[config.mk]
export PLATFORM = sky130hd
export DESIGN_NAME = cfg_access_router
export DESIGN_NICKNAME = d
export VERILOG_FILES = /design/src/rtl/cfg_route_pkg.sv /design/src/rtl/cfg_window_decode.sv /design/src/rtl/cfg_slot_lookup.sv /design/src/rtl/cfg_latency_timer.sv /design/src/rtl/cfg_access_router.sv
export SDC_FILE = /design/constraint.sdc
export NUM_CORES = 1
export LEC_CHECK = 0
export ABC_AREA = 0
export BUFFER_PORTS_ARGS = -buffer_cell sky130_fd_sc_hd__buf_2
export CORE_AREA = 2 2 190 192
export DETAILED_ROUTE_END_ITERATION = 8
export DIE_AREA = 0 0 192 194
export GPL_ROUTABILITY_DRIVEN = 1
export GPL_TIMING_DRIVEN = 0
export SLEW_MARGIN = 0
export SYNTH_ARGS = -nofsm -noshare
export SYNTH_HDL_FRONTEND = slang
export SYNTH_SLANG_ARGS = --single-unit
[constraint.sdc]
create_clock -name clk -period 4.7 [get_ports clk]
set_input_delay 0.47 -clock clk [delete_from_list [all_inputs] [get_ports clk]]
set_output_delay 0.47 -clock clk [all_outputs]
set_load 0.01 [all_outputs]
[src/rtl/cfg_route_pkg.sv]
package cfg_route_pkg;

    localparam int ADDR_W   = 32;
    localparam int DATA_W   = 32;
    localparam int DEV_W    = 5;
    localparam int FUNC_W   = 3;
    localparam int REG_W    = 8;
    localparam int SIZE_W   = 3;
    localparam int SLOT_W   = DEV_W + FUNC_W;
    localparam int N_SLOTS  = 1 << SLOT_W;
    localparam int OFF_W    = 24;
    localparam logic [ADDR_W-1:0] WINDOW_SPAN = 32'h00FF_FFFF;

    typedef enum logic [1:0] {
        ACC_FWD  = 2'd0,
        ACC_ONES = 2'd1,
        ACC_ERR  = 2'd2,
        ACC_WACK = 2'd3
    } acc_kind_e;

    typedef struct packed {
        logic              in_window;
        logic              size_ok;
        logic [DEV_W-1:0]  dev;
        logic [FUNC_W-1:0] func;
        logic [REG_W-1:0]  regno;
    } cfg_fields_t;

    function automatic logic legal_size(input logic [SIZE_W-1:0] sz);
        return (sz == 3'd1) || (sz == 3'd2) || (sz == 3'd4);
    endfunction

    function automatic logic [DATA_W-1:0] width_mask(input logic [SIZE_W-1:0] sz);
        case (sz)
            3'd1:    return 32'h0000_00FF;
            3'd2:    return 32'h0000_FFFF;
            3'd4:    return 32'hFFFF_FFFF;
            default: return '0;
        endcase
    endfunction

endpackage

[src/rtl/cfg_window_decode.sv]
module cfg_window_decode
    import cfg_route_pkg::*;
(
    input  logic [ADDR_W-1:0] addr,
    input  logic [ADDR_W-1:0] base,
    input  logic [SIZE_W-1:0] size,
    output cfg_fields_t       fields
);
    logic [ADDR_W-1:0] offset;

    always_comb begin
        offset           = addr - base;
        fields.in_window = (addr >= base) && (offset < WINDOW_SPAN);
        fields.size_ok   = legal_size(size);
        fields.dev       = offset[15:11];
        fields.func      = offset[10:8];
        fields.regno     = offset[REG_W-1:0];
    end
endmodule

[src/rtl/cfg_slot_lookup.sv]
module cfg_slot_lookup
    import cfg_route_pkg::*;
(
    input  logic [N_SLOTS-1:0] mask,
    input  logic [DEV_W-1:0]   dev,
    input  logic [FUNC_W-1:0]  func,
    output logic               present
);
    logic [SLOT_W-1:0] slot;
    always_comb begin
        slot    = {dev, func};
        present = mask[slot];
    end
endmodule

[src/rtl/cfg_latency_timer.sv]
module cfg_latency_timer #(
    parameter int CNT_W = 8
) (
    input  logic             clk,
    input  logic             rst,
    input  logic             start,
    input  logic [CNT_W-1:0] delay,
    output logic             busy,
    output logic             fire
);
    logic [CNT_W-1:0] cnt;

    always_ff @(posedge clk) begin
        if (rst) begin
            busy <= 1'b0;
            cnt  <= '0;
        end else if (start) begin
            busy <= 1'b1;
            cnt  <= delay;
        end else if (busy) begin
            if (cnt == '0) busy <= 1'b0;
            else           cnt  <= cnt - 1'b1;
        end
    end

    assign fire = busy && (cnt == '0);

    assert_countdown_R3: assert property (@(posedge clk) disable iff (rst)
        (busy && cnt != '0 && !start) |=> (busy && cnt == $past(cnt) - 1'b1));
endmodule

[src/rtl/cfg_access_router.sv]
module cfg_access_router
    import cfg_route_pkg::*;
#(
    parameter int LAT_W = 8
) (
    input  logic                clk,
    input  logic                rst,
    input  logic [ADDR_W-1:0]   base_addr,
    input  logic [LAT_W-1:0]    cfg_latency,
    input  logic [N_SLOTS-1:0]  present_mask,
    input  logic                req_valid,
    output logic                req_ready,
    input  logic                req_write,
    input  logic [ADDR_W-1:0]   req_addr,
    input  logic [SIZE_W-1:0]   req_size,
    input  logic [DATA_W-1:0]   req_wdata,
    output logic                rsp_valid,
    output logic [DATA_W-1:0]   rsp_rdata,
    output logic                rsp_error,
    output logic                dn_valid,
    output logic                dn_write,
    output logic [DEV_W-1:0]    dn_dev,
    output logic [FUNC_W-1:0]   dn_func,
    output logic [REG_W-1:0]    dn_reg,
    output logic [SIZE_W-1:0]   dn_size,
    output logic [DATA_W-1:0]   dn_wdata,
    input  logic [DATA_W-1:0]   dn_rdata
);
    cfg_fields_t       fld;
    logic              present;
    logic              busy;
    logic              fire;
    logic              accept;
    acc_kind_e         kind_d;
    acc_kind_e         kind_q;
    logic [DATA_W-1:0] mask_q;

    cfg_window_decode u_decode (
        .addr   (req_addr),
        .base   (base_addr),
        .size   (req_size),
        .fields (fld)
    );

    cfg_slot_lookup u_lookup (
        .mask    (present_mask),
        .dev     (fld.dev),
        .func    (fld.func),
        .present (present)
    );

    cfg_latency_timer #(.CNT_W(LAT_W)) u_timer (
        .clk   (clk),
        .rst   (rst),
        .start (accept),
        .delay (cfg_latency),
        .busy  (busy),
        .fire  (fire)
    );

    assign req_ready = !busy;
    assign accept    = req_valid && req_ready;

    always_comb begin
        if (!fld.in_window || !fld.size_ok) kind_d = ACC_ERR;
        else if (!present)                  kind_d = req_write ? ACC_ERR : ACC_ONES;
        else                                kind_d = req_write ? ACC_WACK : ACC_FWD;
    end

    always_ff @(posedge clk) begin
        if (rst) begin
            kind_q   <= ACC_ERR;
            mask_q   <= '0;
            dn_valid <= 1'b0;
            dn_write <= 1'b0;
            dn_dev   <= '0;
            dn_func  <= '0;
            dn_reg   <= '0;
            dn_size  <= '0;
            dn_wdata <= '0;
        end else begin
            dn_valid <= accept && (kind_d == ACC_FWD || kind_d == ACC_WACK);
            if (accept) begin
                kind_q   <= kind_d;
                mask_q   <= width_mask(req_size);
                dn_write <= req_write;
                dn_dev   <= fld.dev;
                dn_func  <= fld.func;
                dn_reg   <= fld.regno;
                dn_size  <= req_size;
                dn_wdata <= req_wdata;
            end
        end
    end

    always_comb begin
        rsp_valid = fire;
        rsp_error = fire && (kind_q == ACC_ERR);
        rsp_rdata = '0;
        if (fire) begin
            case (kind_q)
                ACC_FWD:  rsp_rdata = dn_rdata & mask_q;
                ACC_ONES: rsp_rdata = mask_q;
                default:  rsp_rdata = '0;
            endcase
        end
    end

    assert_single_pulse_R3: assert property (@(posedge clk) disable iff (rst)
        rsp_valid |=> !rsp_valid);

    assert_busy_after_accept_R2: assert property (@(posedge clk) disable iff (rst)
        accept |=> !req_ready);

    assert_no_fwd_on_error_R8: assert property (@(posedge clk) disable iff (rst)
        (accept && (!fld.in_window || !fld.size_ok || !present)) |=> !dn_valid);

    assert_error_zero_data_R11: assert property (@(posedge clk) disable iff (rst)
        (rsp_valid && rsp_error) |-> (rsp_rdata == '0));

    assert_dn_pulse_R9: assert property (@(posedge clk) disable iff (rst)
        dn_valid |=> !dn_valid);
endmodule

==> impl_metrics.json, run 1 <==
{
  "nNetsFinal": 1980,
  "grt_pass1_wl_mm": 59.2,
  "gr-total-overflow": 0,
  "ys_warn_count": 0,
  "syn_inst": 1047,
  "slew_headroom": 0.385,
  "row_count": 69,
  "vias": 10300,
  "synth_area_leaders": "dfxtp_1 18%, nand2_1 9.6%, mux4_2 7.7%, a21oi_1 6.0%, nor2_1 5.7%",
  "cts_made_buffers": 9,
  "slowest_delay_ps": 590,
  "status": "complete, no violations",
  "slowest_stage": "a2111oi_1",
  "io_pins": 487,
  "post_drt_via_cell_ratio": 5.08,
  "skew_ps": 5.49,
  "drt_iter0_drc": 583,
  "die_w_um": 192,
  "cts_max_path_buffers": 2,
  "tritoncts": "yes",
  "rsz0062_at_grt": "false",
  "yosys.area.top_type": "dfxtp_1",
  "p_per_area_nw_per_um2": 265,
  "critPathLaunchType": "input port",
  "finalSetupViolations": 0,
  "dpl.cell_count": 1994,
  "ir_drop_mv": 0.193,
  "met2_length_mm": 19.4,
  "track_usage": 0.210,
  "synth_seq_area_share": 0.177,
  "drc_errors": 0,
  "crit_chain": "buf_2 -> inv_1 -> ha_1 -> inv_1 -> fa_1 -> a211oi_2 -> or3_1 -> buf_6 -> nand3_2 -> and2_4 -> buf_6 -> buf_6 -> mux2i_1 -> a2111oi_1 -> or4b_1 -> a41oi_1 -> a31oi_1 -> o2111ai_2 -> buf_4 -> xnor2_1 -> a22o_1",
  "synth-async-reset-ratio": 0,
  "synth_top_area_share": 0.177,
  "postSynthNetCount": 1481,
  "crit_type": "in2reg",
  "die_h_um": 194,
  "dp_slack_ps": -440,
  "avgSynthCellArea_sq_um": 7.23,
  "max_cap_viol_count": 0,
  "worstSetupEndpointType": "register",
  "hold_viol_final": 0,
  "start_util": 0.215,
  "antenna_found_initial": 9,
  "dp_hpwl_mm": 35.1,
  "synth-edff-count": 0,
  "clock_sinks": 67,
  "grt_pass1_vias": 9846,
  "leakagePower_uw": 0.00538,
  "avgRoutedWirePerCell_um": 20.5,
  "ys_seq_elements": 67,
  "die_area_sq_um": 37200,
  "cpMostUsedCell": "buf_6",
  "cts-htree-levels": 3,
  "route.antenna.remaining_nets": 0,
  "cp_data_required_time_ps": 4920,
  "grt_max_degree": 12,
  "finalCritPeriodShare": 0.958,
  "slew_violations": 0,
  "worst_slew_pin_slew_ps": 915,
  "wirelength_mm": 41.3,
  "clk_pin_slew_ps": 60,
  "clock_latency_ps": 330,
  "drive_above_1_share": 0.382,
  "highest_layer": "met5",
  "fin_ws_ps": 195,
  "root_buffer": "clkbuf_16",
  "coreArea_sq_um": 35200,
  "syn_to_final_growth_pct": 45.0,
  "synthTopCellsByCount": "194 x nand2_1, 115 x nor2_1, 90 x a21oi_1",
  "min_period_ps": 4500,
  "wirelength_met1_mm": 17.6,
  "crit_arrival_ps": 4730,
  "place_congestion": 0.944,
  "crit_family": "compound AO/OA/AOI/OAI gates",
  "dr.pass1.iters": 5,
  "crit_buf_inv": 7,
  "ys_types": 78,
  "synth_area_sq_um": 7570,
  "instances_no_fill": 2019,
  "hold_class": "in2reg",
  "port-buffer-count": 486,
  "wl_met3_mm": 3.56,
  "max_freq_mhz": 222,
  "largest_register_ffs": 32,
  "dominantRegCellSynth": "dfxtp_1",
  "synth_most_common_cell": "nand2_1",
  "critPathMaxFanout": 10
}
through the flow:
| step | TNS [ps] | total power [uW] | cell area, sq um | hold slack, ps | utilization |
|---|---|---|---|---|---|
| 2_1_floorplan | 0 | 1610 | 7570 | 437 | - |
| 3_3_place_gp | -3470 | 2220 | 10600 | 441 | 0.300 |
| 3_5_place_dp | -1210 | 2230 | 10600 | 444 | 0.301 |
| 4_1_cts | 0 | 2890 | 10900 | 365 | 0.309 |
| 5_1_grt | 0 | 3090 | 11000 | 371 | 0.311 |
| 6_report | 0 | 2910 | 11000 | 374 | 0.312 |
routing by layer:
metal | global-route usage | up-vias
li1 | - | 4850
met1 | 0.274 | 4846
met5 | 0 | -
met4 | 0.0472 | 4
met3 | 0.0480 | 51
met2 | 0.353 | 514
worst paths after layout:
check	startpoint	end	slack, ps	depth (start not counted)
worst max register to register	u_timer.busy	kind_q[1]	1760	8
worst max-delay path	req_addr[0]	kind_q[0]	200	21
worst min register to register	dn_wdata[7]	dn_wdata[7]	450	2
worst min-delay path	req_wdata[9]	dn_wdata[9]	370	3
worst min-delay path: stages:
cell and delay (ps):
buf_2 90, nand2_1 50, a21oi_1 50
cell usage in the layout (no fill, tap or decap), drive strengths merged, types with 10 or more instances in the layout:
| cell type | count |
|---|---|
| a211oi | 35 |
| mux4 | 26 |
| and3 | 31 |
| and2 | 10 |
| a2111oi | 16 |
| xnor2 | 12 |
| nand2 | 195 |
| or3 | 10 |
| dfxtp | 67 |
| nor2 | 115 |
| nand4 | 13 |
| a21o | 26 |
| a22oi | 12 |
| inv | 45 |
| mux2i | 31 |
| clkbuf | 62 |
| o21ai | 27 |
| nand3 | 18 |
| a31oi | 14 |
| ha | 34 |
| buf | 512 |
| nor3 | 27 |
| a21oi | 92 |
report_power, final:
group / internal, uW / total, uW / leakage, uW / switching (uW)
clock network: 398 / 643 / 0.000148 / 245
logic: 670 / 1620 / 0.00468 / 951
registers: 614 / 643 / 0.000550 / 29.2
logic make-up after synthesis:
kind of cell,share of synthesized area
AND/OR/NAND/NOR,0.270
AO/OA/AOI/OAI,0.268
buffers and inverters,0.0739
flip-flops,0.177
multiplexers,0.129
adder cells (fa/ha/maj),0.0588
XOR/XNOR,0.0220
area by class of cell:
type | instances | area [sq um]
Tap cell | 461 | 577
Multi-Input combinational cell | 860 | 5730
Inverter | 46 | 173
Timing Repair Buffer | 489 | 2450
Fill cell | 3912 | 24300
Clock inverter | 4 | 23.8
Sequential cell | 67 | 1340
Buffer | 73 | 390
Antenna cell | 7 | 17.5
Clock buffer | 12 | 267
what timing repair did:
item	in CTS	in global routing
hold buffers	0	0
gates resized for setup	6	19
buffers inserted	0	3
endpoints found under the setup margin	3	3
pin swaps	0	2
No activity file was read; power rests on OpenSTA's default activity.
==> run 2, diff against run 1 <==
BUFFER_PORTS_ARGS = unset   (was -buffer_cell sky130_fd_sc_hd__buf_2)
DONT_BUFFER_PORTS = 1   (was unset)
GPL_TIMING_DRIVEN = unset   (was 0)
==> run 2 against run 1 <==
Fmax is 3.2% higher. Setup slack better by 140 ps. Sequential power is 4.4% higher. Register-to-register slack better by 60 ps. Clock skew is 0.99 ps lower. Core utilization is 7.1 points lower. Combinational power is 19% lower. Non-clock buffer count is 522 lower. Largest cell class unchanged.
==> impl_metrics.json, run 2 (same netlist as run 1, synthesis figures left out) <==
{
  "coreArea_sq_um": 35200,
  "min_period_ps": 4360,
  "route.antenna.remaining_nets": 0,
  "worstSetupEndpointType": "register",
  "largest_register_ffs": 32,
  "vias": 8232,
  "die_h_um": 194,
  "drive_above_1_share": 0.109,
  "clock_sinks": 67,
  "avgRoutedWirePerCell_um": 24.7,
  "clock_latency_ps": 340,
  "max_cap_viol_count": 0,
  "cts_max_path_buffers": 2,
  "finalSetupViolations": 0,
  "cp_data_required_time_ps": 4970,
  "leakagePower_uw": 0.00335,
  "max_freq_mhz": 229,
  "gr-total-overflow": 0,
  "drc_errors": 0,
  "multi_input_area_sq_um": 5690,
  "tritoncts": "yes",
  "die_w_um": 192,
  "die_area_sq_um": 37200,
  "cts-htree-levels": 3,
  "ctsResizeCount": 0,
  "crit_type": "in2reg",
  "grt_max_degree": 68,
  "hold_class": "in2reg",
  "status": "complete, no violations",
  "wirelength_mm": 37.0,
  "crit_chain": "inv_1 -> ha_1 -> inv_1 -> fa_1 -> a211oi_2 -> nor3_2 -> buf_4 -> nor2_1 -> o21ai_2 -> a21oi_1 -> o21ai_0 -> a211o_1 -> a21oi_1 -> mux2_2 -> o32a_1 -> a2111oi_2 -> nor2b_1",
  "critPathLaunchType": "input port",
  "start_util": 0.215,
  "nNetsFinal": 1458,
  "crit_family": "compound AO/OA/AOI/OAI gates",
  "root_buffer": "clkbuf_16",
  "mostFrequentLayoutCells": "193 x nand2_1, 115 x nor2_1, 90 x a21oi_1",
  "worst_slew_pin_slew_ps": 1130,
  "slowest_stage": "fa_1",
  "place_congestion": 1.07,
  "crit_arrival_ps": 4630,
  "antenna_found_initial": 6,
  "finalCritPeriodShare": 0.929,
  "ir_drop_mv": 0.246,
  "dp_hpwl_mm": 31.2,
  "track_usage": 0.189,
  "layout_commonest_cell": "nand2_1",
  "cts-hold-fix-buffers": 0,
  "port-buffer-count": 0,
  "setup_tns_ps": 0,
  "slew_violations": 0,
  "hold_viol_final": 0,
  "fin_util": 0.240,
  "syn_to_final_growth_pct": 11.7,
  "row_count": 69,
  "instances_no_fill": 1498,
  "grt_pass1_wl_mm": 52.5,
  "p_per_area_nw_per_um2": 321,
  "wirelength_met1_mm": 15.8,
  "grt_pass1_vias": 7805,
  "cts_made_buffers": 9,
  "skew_ps": 4.50,
  "drt_iter0_drc": 585,
  "io_pins": 487,
  "critPathMaxFanout": 6,
  "regArea_sq_um": 1340,
  "clk_pin_slew_ps": 60,
  "rsz0062_at_grt": "false",
  "met2_length_mm": 17.2,
  "dpl.cell_count": 1474,
  "highest_layer": "met5",
  "cts_setup_buffers": 0,
  "crit_buf_inv": 3,
  "post_drt_via_cell_ratio": 5.50,
  "wl_met3_mm": 3.67,
  "slew_headroom": 0.244,
  "fillCellCount": 3868,
  "dr.pass1.iters": 5,
  "slowest_delay_ps": 460
}
## run 2: through the flow
stage          power, uW  hold WS [ps]  area, sq um  setup slack (ps)
6_report            2710           201         8460               335
5_1_grt             2900           183         8430               113
4_1_cts             2740           182         8430               365
3_5_place_dp        2000           472         8120              21.6
3_3_place_gp        1990           460         8120              64.1
2_1_floorplan       1610           437         7570               770
## run 2: layer usage
| metal | vias to the layer above | track usage |
|---|---|---|
| met2 | 444 | 0.310 |
| met1 | 3941 | 0.253 |
| met5 | - | 0 |
| met3 | 29 | 0.0510 |
| li1 | 3812 | - |
| met4 | 6 | 0.0226 |
## run 2: final cells by class
class	count	area share
Tap cell	461	0.0682
Multi-Input combinational cell	860	0.673
Inverter	46	0.0204
Clock inverter	6	0.0105
Sequential cell	67	0.159
Timing Repair Buffer	40	0.0400
Antenna cell	9	0.00266
Clock buffer	9	0.0266
## run 2: final timing paths
| path | startpoint | cells after the start | slack [ps] | endpoint |
|---|---|---|---|---|
| max | req_addr[0] | 17 | 340 | dn_valid |
| max reg2reg | u_timer.busy | 8 | 1820 | dn_valid |
| min reg2reg | mask_q[30] | 2 | 480 | mask_q[30] |
| min | rst | 1 | 200 | dn_wdata[30] |
## run 2: report_power, final
group / leakage, uW / switching (uW) / internal [uW]
clock network: 0.000148 / 262 / 462
logic: 0.00265 / 775 / 541
registers: 0.000550 / 57.0 / 614
total: 0.00335 / 1090 / 1620
